<file path="src/rtl/mc_ctrl_pkg.sv">
package mc_ctrl_pkg;

    localparam int OPC_W   = 6;
    localparam int STATE_W = 4;

    typedef enum logic [STATE_W-1:0] {
        ST_FETCH      = 4'd0,
        ST_DECODE     = 4'd1,
        ST_MEM_ADDR   = 4'd2,
        ST_LOAD_RD    = 4'd3,
        ST_LOAD_WB    = 4'd4,
        ST_STORE_WR   = 4'd5,
        ST_ALU_EXE    = 4'd6,
        ST_ALU_WB     = 4'd7,
        ST_BRANCH     = 4'd8,
        ST_JUMP       = 4'd9,
        ST_TRAP_UNDEF = 4'd10,
        ST_TRAP_OVF   = 4'd11
    } state_e;

    typedef enum logic [2:0] {
        OC_ALU,
        OC_LOAD,
        OC_STORE,
        OC_BRANCH,
        OC_JUMP,
        OC_ILLEGAL
    } op_class_e;

    localparam logic [OPC_W-1:0] OPC_ALU    = 6'b000000;
    localparam logic [OPC_W-1:0] OPC_LOAD   = 6'b100011;
    localparam logic [OPC_W-1:0] OPC_STORE  = 6'b101011;
    localparam logic [OPC_W-1:0] OPC_BRANCH = 6'b000100;
    localparam logic [OPC_W-1:0] OPC_JUMP   = 6'b000010;

    typedef enum logic [1:0] {
        BSEL_REG    = 2'b00,
        BSEL_FOUR   = 2'b01,
        BSEL_IMM    = 2'b10,
        BSEL_IMM_SH = 2'b11
    } bsel_e;

    typedef enum logic [1:0] {
        AOP_ADD   = 2'b00,
        AOP_SUB   = 2'b01,
        AOP_FUNCT = 2'b10,
        AOP_RSVD  = 2'b11
    } aop_e;

    typedef enum logic [1:0] {
        PSRC_ALU    = 2'b00,
        PSRC_RESULT = 2'b01,
        PSRC_JUMP   = 2'b10,
        PSRC_VECTOR = 2'b11
    } psrc_e;

    typedef struct packed {
        logic  pc_wr;
        logic  pc_wr_cond;
        logic  addr_sel_alu;
        logic  mem_rd;
        logic  mem_wr;
        logic  wb_from_mem;
        logic  ir_wr;
        logic  dst_rd_field;
        logic  reg_wr;
        logic  alu_a_reg;
        bsel_e alu_b_sel;
        aop_e  alu_op;
        psrc_e pc_src;
        logic  epc_wr;
        logic  cause_wr;
        logic  cause_ovf;
    } ctrl_t;

    localparam ctrl_t CTRL_QUIET = '0;

    function automatic op_class_e classify_opcode(input logic [OPC_W-1:0] opc);
        op_class_e cls;
        unique case (opc)
            OPC_ALU:    cls = OC_ALU;
            OPC_LOAD:   cls = OC_LOAD;
            OPC_STORE:  cls = OC_STORE;
            OPC_BRANCH: cls = OC_BRANCH;
            OPC_JUMP:   cls = OC_JUMP;
            default:    cls = OC_ILLEGAL;
        endcase
        return cls;
    endfunction

    function automatic ctrl_t trap_ctrl(input logic is_ovf);
        ctrl_t c;
        c            = CTRL_QUIET;
        c.epc_wr     = 1'b1;
        c.cause_wr   = 1'b1;
        c.cause_ovf  = is_ovf;
        c.alu_a_reg  = 1'b0;
        c.alu_b_sel  = BSEL_FOUR;
        c.alu_op     = AOP_SUB;
        c.pc_wr      = 1'b1;
        c.pc_src     = PSRC_VECTOR;
        return c;
    endfunction

endpackage

</file>
<file path="src/rtl/mc_ctrl_classify.sv">
module mc_ctrl_classify
    import mc_ctrl_pkg::*;
(
    input  logic [OPC_W-1:0] opcode_i,
    output op_class_e        class_o
);

    always_comb begin
        class_o = classify_opcode(opcode_i);
    end

endmodule

</file>
<file path="src/rtl/mc_ctrl_next.sv">
module mc_ctrl_next
    import mc_ctrl_pkg::*;
(
    input  state_e    state_i,
    input  op_class_e class_i,
    input  logic      overflow_i,
    output state_e    next_o
);

    always_comb begin
        next_o = ST_FETCH;
        unique case (state_i)
            ST_FETCH: next_o = ST_DECODE;
            ST_DECODE: begin
                unique case (class_i)
                    OC_LOAD,
                    OC_STORE:  next_o = ST_MEM_ADDR;
                    OC_ALU:    next_o = ST_ALU_EXE;
                    OC_BRANCH: next_o = ST_BRANCH;
                    OC_JUMP:   next_o = ST_JUMP;
                    default:   next_o = ST_TRAP_UNDEF;
                endcase
            end
            ST_MEM_ADDR: next_o = (class_i == OC_LOAD) ? ST_LOAD_RD : ST_STORE_WR;
            ST_LOAD_RD:  next_o = ST_LOAD_WB;
            ST_ALU_EXE:  next_o = overflow_i ? ST_TRAP_OVF : ST_ALU_WB;
            default:     next_o = ST_FETCH;
        endcase
    end

endmodule

</file>
<file path="src/rtl/mc_ctrl_outgen.sv">
module mc_ctrl_outgen
    import mc_ctrl_pkg::*;
(
    input  state_e state_i,
    output ctrl_t  ctrl_o
);

    always_comb begin
        ctrl_o = CTRL_QUIET;
        unique case (state_i)
            ST_FETCH: begin
                ctrl_o.mem_rd    = 1'b1;
                ctrl_o.ir_wr     = 1'b1;
                ctrl_o.alu_b_sel = BSEL_FOUR;
                ctrl_o.alu_op    = AOP_ADD;
                ctrl_o.pc_wr     = 1'b1;
                ctrl_o.pc_src    = PSRC_ALU;
            end
            ST_DECODE: begin
                ctrl_o.alu_b_sel = BSEL_IMM_SH;
                ctrl_o.alu_op    = AOP_ADD;
            end
            ST_MEM_ADDR: begin
                ctrl_o.alu_a_reg = 1'b1;
                ctrl_o.alu_b_sel = BSEL_IMM;
                ctrl_o.alu_op    = AOP_ADD;
            end
            ST_LOAD_RD: begin
                ctrl_o.mem_rd       = 1'b1;
                ctrl_o.addr_sel_alu = 1'b1;
            end
            ST_LOAD_WB: begin
                ctrl_o.reg_wr      = 1'b1;
                ctrl_o.wb_from_mem = 1'b1;
            end
            ST_STORE_WR: begin
                ctrl_o.mem_wr       = 1'b1;
                ctrl_o.addr_sel_alu = 1'b1;
            end
            ST_ALU_EXE: begin
                ctrl_o.alu_a_reg = 1'b1;
                ctrl_o.alu_b_sel = BSEL_REG;
                ctrl_o.alu_op    = AOP_FUNCT;
            end
            ST_ALU_WB: begin
                ctrl_o.reg_wr       = 1'b1;
                ctrl_o.dst_rd_field = 1'b1;
            end
            ST_BRANCH: begin
                ctrl_o.alu_a_reg  = 1'b1;
                ctrl_o.alu_b_sel  = BSEL_REG;
                ctrl_o.alu_op     = AOP_SUB;
                ctrl_o.pc_wr_cond = 1'b1;
                ctrl_o.pc_src     = PSRC_RESULT;
            end
            ST_JUMP: begin
                ctrl_o.pc_wr  = 1'b1;
                ctrl_o.pc_src = PSRC_JUMP;
            end
            ST_TRAP_UNDEF: ctrl_o = trap_ctrl(1'b0);
            ST_TRAP_OVF:   ctrl_o = trap_ctrl(1'b1);
            default:       ctrl_o = CTRL_QUIET;
        endcase
    end

endmodule

</file>
<file path="src/rtl/mc_ctrl_fsm.sv">
module mc_ctrl_fsm
    import mc_ctrl_pkg::*;
#(
    parameter int CAUSE_W = 32
) (
    input  logic               clk,
    input  logic               rst,
    input  logic [5:0]         opcode,
    input  logic               alu_overflow,
    output logic               pc_wr,
    output logic               pc_wr_cond,
    output logic               addr_sel_alu,
    output logic               mem_rd,
    output logic               mem_wr,
    output logic               wb_from_mem,
    output logic               ir_wr,
    output logic               dst_rd_field,
    output logic               reg_wr,
    output logic               alu_a_reg,
    output logic [1:0]         alu_b_sel,
    output logic [1:0]         alu_op,
    output logic [1:0]         pc_src,
    output logic               epc_wr,
    output logic               cause_wr,
    output logic [CAUSE_W-1:0] cause_val,
    output logic [3:0]         state_num
);

    localparam int CAUSE_PAD = CAUSE_W - 1;

    state_e    state_q;
    state_e    state_d;
    op_class_e op_class;
    ctrl_t     ctrl;

    mc_ctrl_classify u_classify (
        .opcode_i (opcode),
        .class_o  (op_class)
    );

    mc_ctrl_next u_next (
        .state_i    (state_q),
        .class_i    (op_class),
        .overflow_i (alu_overflow),
        .next_o     (state_d)
    );

    mc_ctrl_outgen u_outgen (
        .state_i (state_q),
        .ctrl_o  (ctrl)
    );

    always_ff @(posedge clk) begin
        if (rst) begin
            state_q <= ST_FETCH;
        end else begin
            state_q <= state_d;
        end
    end

    generate
        if (CAUSE_W > 1) begin : g_cause_wide
            assign cause_val = {{CAUSE_PAD{1'b0}}, ctrl.cause_ovf};
        end else begin : g_cause_narrow
            assign cause_val = ctrl.cause_ovf;
        end
    endgenerate

    assign pc_wr        = ctrl.pc_wr;
    assign pc_wr_cond   = ctrl.pc_wr_cond;
    assign addr_sel_alu = ctrl.addr_sel_alu;
    assign mem_rd       = ctrl.mem_rd;
    assign mem_wr       = ctrl.mem_wr;
    assign wb_from_mem  = ctrl.wb_from_mem;
    assign ir_wr        = ctrl.ir_wr;
    assign dst_rd_field = ctrl.dst_rd_field;
    assign reg_wr       = ctrl.reg_wr;
    assign alu_a_reg    = ctrl.alu_a_reg;
    assign alu_b_sel    = ctrl.alu_b_sel;
    assign alu_op       = ctrl.alu_op;
    assign pc_src       = ctrl.pc_src;
    assign epc_wr       = ctrl.epc_wr;
    assign cause_wr     = ctrl.cause_wr;
    assign state_num    = state_q;

    // reset always lands in fetch
    a_r1_reset_to_fetch: assert property (@(posedge clk)
        rst |=> state_num == 4'd0);

    // fetch is always followed by decode
    a_r2_fetch_then_decode: assert property (@(posedge clk) disable iff (rst)
        state_num == 4'd0 |=> state_num == 4'd1);

    // a load read is followed by its write back
    a_r4_load_sequence: assert property (@(posedge clk) disable iff (rst)
        state_num == 4'd3 |=> state_num == 4'd4);

    // terminal states return to fetch
    a_r8_terminal_return: assert property (@(posedge clk) disable iff (rst)
        (state_num == 4'd4 || state_num == 4'd5 || state_num == 4'd7 ||
         state_num == 4'd8 || state_num == 4'd9 || state_num >= 4'd10)
        |=> state_num == 4'd0);

    // overflow in execute diverts to the overflow trap
    a_r10_ovf_divert: assert property (@(posedge clk) disable iff (rst)
        (state_num == 4'd6 && alu_overflow) |=> (state_num == 4'd11 && !reg_wr));

    // no register write in the cycle after an overflowing execute
    a_r10_no_regwr_after_ovf: assert property (@(posedge clk) disable iff (rst)
        $past(state_num == 4'd6 && alu_overflow) |-> !reg_wr);

    // conditional PC write only with the branch-target source
    a_r6_cond_source: assert property (@(posedge clk) disable iff (rst)
        pc_wr_cond |-> (pc_src == 2'b01 && !pc_wr));

    // memory strobes mutually exclusive
    a_r12_mem_exclusive: assert property (@(posedge clk) disable iff (rst)
        !(mem_rd && mem_wr));

    // a trap always writes both exception registers together with the vector
    a_r9_trap_bundle: assert property (@(posedge clk) disable iff (rst)
        epc_wr |-> (cause_wr && pc_wr && pc_src == 2'b11));

endmodule

</file>
<file path="config.mk">
export PLATFORM = sky130hd
export DESIGN_NAME = mc_ctrl_fsm
export DESIGN_NICKNAME = d
export VERILOG_FILES = /design/src/rtl/mc_ctrl_pkg.sv /design/src/rtl/mc_ctrl_classify.sv /design/src/rtl/mc_ctrl_next.sv /design/src/rtl/mc_ctrl_outgen.sv /design/src/rtl/mc_ctrl_fsm.sv
export SDC_FILE = /design/constraint.sdc
export NUM_CORES = 1
export LEC_CHECK = 0
export BUFFER_PORTS_ARGS = -buffer_cell sky130_fd_sc_hd__buf_2
export CAP_MARGIN = 20
export CORE_MARGIN = 2
export CORE_UTILIZATION = 36
export DETAILED_ROUTE_END_ITERATION = 8
export GPL_TIMING_DRIVEN = 0
export MAX_ROUTING_LAYER = met4
export PLACE_DENSITY = 0.75
export REMOVE_ABC_BUFFERS = 1
export SKIP_CTS_REPAIR_TIMING = 1
export SLEW_MARGIN = 20
export SYNTH_ARGS = -nofsm -noshare
export SYNTH_HDL_FRONTEND = slang
export SYNTH_SLANG_ARGS = --single-unit
</file>
<file path="constraint.sdc">
create_clock -name clk -period 2.2 [get_ports clk]
set_input_delay 0.22 -clock clk [delete_from_list [all_inputs] [get_ports clk]]
set_output_delay 0.22 -clock clk [all_outputs]
set_load 0.01 [all_outputs]
</file>
==> run_results.csv, run 1 <==
group,metric,value,unit
critical_path,critPathTopFamily,"simple AND/OR/NAND/NOR gates",
layout,diodes,0,
cts,clk_pin_slew_worst_paths,0.04,ns
logic_synthesis,yosys_warnings,0,
timing,drv_slew,0,
critical_path,cp_num_buf_inv,1,
floorplanning,die_h,47.64,um
floorplanning,pin_count,63,
floorplanning,core,1764,um2
logic_synthesis,yosys-top-cells-count,"buf_4, nor2_1, nor3_1",
critical_path,critPathKind,"register to primary output",
cts,cts_max_level,1,
global_routing,grt_pass1_wl,1814,um
logic_synthesis,syn-instance-count,96,
critical_path,slowest_delay,0.58,ns
logic_synthesis,synth-compound-area-share,11.31,%
placed_design,dp.cells,145,
drt,dr.pass1.iters,4,
critical_path,worst-path-max-fanout,12,
floorplanning,die_area,2270,um2
critical_path,worstSetupEndpointType,"primary output",
global_routing,grt_usage,11.69,%
floorplanning,die_x,47.64,um
layout,largest_register_ffs,4,
layout,fin_nets,134,
power_and_ir_drop,vdd_drop_max,0.1466,mV
logic_synthesis,avgSynthCellArea,7.142,um2
drt,ant_nets,0,
logic_synthesis,synthTopCellsByArea,"buf_4, dfxtp_1, nor2_1",
cts,clockBufferDepth,2,
power_and_ir_drop,cellPowerDensity,526.1,nW/um2
job,max-cap-violations,0,
critical_path,critPathLaunchType,"register",
layout,drive_gt1_share,34.15,%
hold_path,hold_path_class,"primary input to register",
placed_design,dpl.hpwl,1092,um
logic_synthesis,synth.area.mux_share,1.642,%
timing,setup_ws,0.4100,ns
status,status,"finished clean",
floorplanning,rows,15,
critical_path,critical_path.cell_chain,"nand2b_1, nor2_1, or2_2, buf_2",
critical_path,critical_path_arrival,1.57,ns
drt,vias,629,
global_routing,grt_max_degree,15,
logic_synthesis,ys_types,32,
logic_synthesis,synth_top_area_share,37.23,%
timing,rsz0062_at_grt,"false",
timing,final.min_clock_period,1.790,ns
global_routing,antenna_found_initial,0,
layout,multiInputGateArea,434.2,um2
logic_synthesis,synth-xor-area-share,1.277,%
global_routing,grt_remaining_overflow,0,
drt,routedWlPerCell,9.243,um
timing,hold_viol_final,0,
layout,final_core_utilization,41.42,%
floorplanning,initial_core_util,38.87,%
timing,tns,0,ns
logic_synthesis,ys_seq_elements,4,
layout,area_growth,6.569,%
timing,finClkSkew,0.003543,ns
cts,clk_latency,0.24,ns
cts,cts_root_buf,"clkbuf_4",
power_and_ir_drop,p_leak,0.0004142,uW
drt,drt_iter0_markers,13,
layout,fill_cells,207,
logic_synthesis,async_reset_ff_share,0,%
global_routing,grt_pass1_vias,443,
layout,seq_area,80.08,um2
logic_synthesis,syn-cell-area,685.7,um2
logic_synthesis,synth_most_common_cell,"buf_4",
logic_synthesis,ys.flop_type,"dfxtp_1",
placed_design,place_ws,0.6664,ns
timing,min_period_over_period,81.36,%
layout,layoutNonFillerInstCount,148,
placed_design,gp_congestion,0.7063,
logic_synthesis,synth_simple_gate_area_share,32.12,%
drt,drc_errors,0,
timing,fmax,558.7,MHz
cts,cts.sinks,4,
drt,wirelength,1368,um
critical_path,slowest_stage,"dfxtp_1",
logic_synthesis,synth_top_area_cell,"buf_4",
placed_design,portBuffers,31,
logic_synthesis,synth_top_family_by_area,"buffers and inverters",
critical_path,critical_path_required,1.98,ns
logic_synthesis,synth_enable_flop_cells,0,
logic_synthesis,yosysSeqAreaShare,11.68,%
logic_synthesis,synthAdderAreaFrac,0,%
timing,setup_viol,0,
cts,cts_tree,"done",
cts,numCtsBuffers,3,
drt,viasPerCell,4.250,
-- placed cells by master, fill, tap and decap left out, drive strengths merged --
cell | synthesis | routed
a211oi | 1 | 1
nand2b | 4 | 4
nor4 | 3 | 3
clkbuf | 0 | 3
conb | 1 | 31
dfxtp | 4 | 4
a22oi | 1 | 1
o21ba | 1 | 1
and3 | 1 | 1
a21oi | 4 | 4
nand3 | 1 | 1
xnor2 | 1 | 1
nor2 | 15 | 15
a31o | 1 | 1
nor3 | 6 | 6
o21ai | 3 | 3
nor3b | 2 | 2
buf | 37 | 31
or2 | 1 | 1
nand2 | 2 | 2
nor2b | 1 | 1
mux2 | 1 | 1
nand3b | 1 | 1
and4b | 1 | 1
a211o | 1 | 1
inv | 2 | 2
-- worst min-delay path, delay by kind of cell --
family / cells / cell delay, ns
AOI/OAI and AO/OA: 1 / 0.07
buffers and inverters: 1 / 0.09
and+or+nand+nor: 1 / 0.10
-- final cells by class --
class                           instances  share of cell area (%)
Timing Repair Buffer                   31                   21.23
Tap cell                               25                   4.281
Inverter                                2                   1.027
Multi-Input combinational cell         83                   59.42
Sequential cell                         4                   10.96
Clock buffer                            3                   3.082
-- final timing paths --
check                    start      endpoint  slack (ns)  cells past startpoint
setup / recovery  state_num[2]         pc_wr        0.41                      4
hold / removal    alu_overflow  state_num[3]        0.29                      3
setup reg to reg  state_num[0]  state_num[2]        0.87                      4
hold reg to reg   state_num[0]  state_num[0]        0.67                      1
-- report_power, final --
group / switching [uW] / internal (uW)
Combinational: 109 / 74.4
Clock: 32.9 / 61.2
Sequential: 25.9 / 80.9
-- cells by family (layout without fill, tap and decap cells) --
kind of cell	count (synthesis)	in the layout
simple gates	38	38
other cells	1	31
buf+inv	39	36
flops	4	4
mux	1	1
compound gates	12	12
xor+xnor	1	1
-- metrics by stage --
step / total power (uW) / hold WS (ns) / area, um2
6_report: 384.4 / 0.2861 / 730.7
5_1_grt: 414.7 / 0.2929 / 730.7
4_1_cts: 386.8 / 0.2924 / 730.7
3_5_place_dp: 291.6 / 0.5383 / 708.2
3_3_place_gp: 286.7 / 0.5089 / 708.2
2_1_floorplan: 223.1 / 0.3821 / 521.8
-- routing by layer --
metal	part of all wire [%]	GRT usage (%)	up-vias
met4	0	4.865	0
met1	38	10.54	277
met2	53	22.43	38
li1	-	-	314
met5	0	-	-
met3	9.4	3.396	0
No activity file was read; power rests on OpenSTA's default activity.
==> run 2, diff against run 1 <==
ABC_AREA = 1   (was unset)
CORE_UTILIZATION = 33   (was 36)
PLACE_DENSITY = 0.73   (was 0.75)
clock period = 1.55 ns   (was 2.2 ns; I/O delays follow)
==> run_results.csv, run 2 <==
group,metric,value,unit
status,status,"finished clean",
critical_path,worst-path-max-fanout,8,
drt,viasPerCell,3.873,
power_and_ir_drop,cellPowerDensity,730.2,nW/um2
critical_path,slowest_stage,"dfxtp_1",
logic_synthesis,ys.flop_type,"dfxtp_1",
power_and_ir_drop,internal_power,306.5,uW
logic_synthesis,yosysSeqAreaShare,11.87,%
cts,clk_latency,0.23,ns
hold_path,hold_start,"rst",
floorplanning,die_area,2421,um2
critical_path,cp_num_buf_inv,2,
critical_path,critPathKind,"register to primary output",
logic_synthesis,synth_top_area_cell,"buf_4",
logic_synthesis,synth.area.mux_share,0,%
power_and_ir_drop,p_clk_share,22.7,%
logic_synthesis,synth_most_common_cell,"buf_4",
timing,min_period_over_period,93.64,%
timing,final.min_clock_period,1.451,ns
timing,finClkSkew,0.007404,ns
timing,hold_viol_final,0,
hold_path,hold_path_class,"primary input to register",
job,max-cap-violations,0,
critical_path,critical_path_required,1.39,ns
power_and_ir_drop,combPwrFrac,52.6,%
logic_synthesis,yosys-top-cells-count,"buf_4, nor2_1, nand2_1",
logic_synthesis,synth-compound-area-share,7.050,%
global_routing,grt_max_degree,9,
cts,cts.sinks,4,
drt,drc_errors,0,
critical_path,slowest_delay,0.47,ns
drt,drt_iter0_markers,11,
logic_synthesis,async_reset_ff_share,0,%
global_routing,grt_remaining_overflow,0,
layout,area_growth,14.47,%
layout,drive_gt1_share,34.25,%
power_and_ir_drop,p_sw,257.1,uW
drt,routedWlPerCell,7.832,um
logic_synthesis,synth_top_area_share,36.73,%
logic_synthesis,synth_simple_gate_area_share,35.99,%
placed_design,dp.cells,168,
global_routing,grt_usage,10.52,%
floorplanning,die_x,49.21,um
cts,cts_root_buf,"clkbuf_4",
timing,fmax,689.0,MHz
critical_path,critPathTopFamily,"flip-flops",
layout,largest_register_ffs,4,
power_and_ir_drop,power.total,563.7,uW
drt,dr.pass1.iters,4,
drt,vias,670,
critical_path,critical_path.cell_chain,"nor2_1, inv_2, nor2_1, or2_1, buf_2",
logic_synthesis,synthAdderAreaFrac,0,%
critical_path,cp-startpoint,"state_num[1]",
logic_synthesis,avgSynthCellArea,5.968,um2
power_and_ir_drop,vdd_drop_max,0.3507,mV
critical_path,critical_path_arrival,1.30,ns
timing,drv_slew,0,
logic_synthesis,synth-xor-area-share,0,%
floorplanning,initial_core_util,34.73,%
floorplanning,pin_count,63,
logic_synthesis,syn-cell-area,674.4,um2
global_routing,antenna_found_initial,0,
global_routing,grt_pass1_wl,1980,um
critical_path,critPathLaunchType,"register",
cts,cts_tree,"done",
placed_design,gp_congestion,0.7046,
drt,ant_nets,0,
drt,wirelength,1355,um
placed_design,portBuffers,31,
critical_path,r2r-start,"state_num[1]",
cts,cts_max_level,1,
floorplanning,die_h,49.21,um
cts,clockBufferDepth,2,
power_and_ir_drop,pwr-share-seq,24.6,%
cts,clk_pin_slew_worst_paths,0.04,ns
critical_path,worstSetupEndpointType,"primary output",
logic_synthesis,yosys_warnings,0,
layout,final_core_utilization,39.76,%
logic_synthesis,ys_types,18,
layout,fin_nets,157,
floorplanning,rows,16,
power_and_ir_drop,p_leak,0.0005076,uW
cts,numCtsBuffers,3,
timing,tns,0,ns
placed_design,dpl.hpwl,1108,um
power_and_ir_drop,sw_frac_of_total,45.62,%
logic_synthesis,synth_enable_flop_cells,0,
timing,setup_viol,0,
logic_synthesis,ys_seq_elements,4,
global_routing,grt_pass1_vias,507,
floorplanning,core,1942,um2
logic_synthesis,syn-instance-count,113,
layout,layoutNonFillerInstCount,173,
logic_synthesis,synthTopCellsByArea,"buf_4, nor2_1, dfxtp_1",
layout,final_cell_mix,"conb_1, buf_2, nor2_1",
critical_path,cpMostUsedCell,"nor2_1",
logic_synthesis,synth_top_family_by_area,"buffers and inverters",
layout,diodes,0,
-- run 2: per-stage QoR --
stage | worst slack [ns] | instance area [um2] | hold slack [ns]
floorplan | 0.2097 | 539.3 | 0.2241
detailed placement | 0.3247 | 728.2 | 0.3477
global route | -0.01313 | 772.0 | 0.1143
finish | 0.09864 | 772.0 | 0.1106
global placement | 0.3171 | 728.2 | 0.3485
CTS | 0.06504 | 750.7 | 0.1027
-- run 2: power groups by stage --
stage	sequential, uW	combinational [uW]	clock, uW
after global placement	139	288	0
after floorplan	142	189	0
after global routing	142	329	144
final	139	297	128
after detailed placement	139	290	0
after CTS	137	291	132
-- run 2: cell type report --
class                   count  area [um2]
clock buffers               3       22.52
fillers                   237        1170
inverters                  14       52.55
multi-input cells          92       411.6
flip-flops and latches      4       81.33
well taps                  27       33.78
repair buffers             33       170.2
-- run 2: cell families (layout without fill, tap and decap cells) --
group	after synthesis	in the layout
other cells	1	31
compound gates	9	9
flops	4	4
simple gates	52	52
buf+inv	47	50
-- run 2: layer usage --
layer	vias up	GRT usage, %	wire length [um]
met2	45	16.67	641
met5	-	-	0
met4	0	4.286	0
li1	347	-	-
met3	0	3.374	175
met1	278	12.20	538
-- run 2: final timing paths --
| kind | endpoint | slack [ns] | cells after the start |
|---|---|---|---|
| hold / removal | state_num[2] | 0.11 | 2 |
| setup reg to reg | state_num[2] | 0.40 | 7 |
| setup / recovery | pc_wr | 0.1 | 5 |
| hold reg to reg | state_num[0] | 0.55 | 1 |
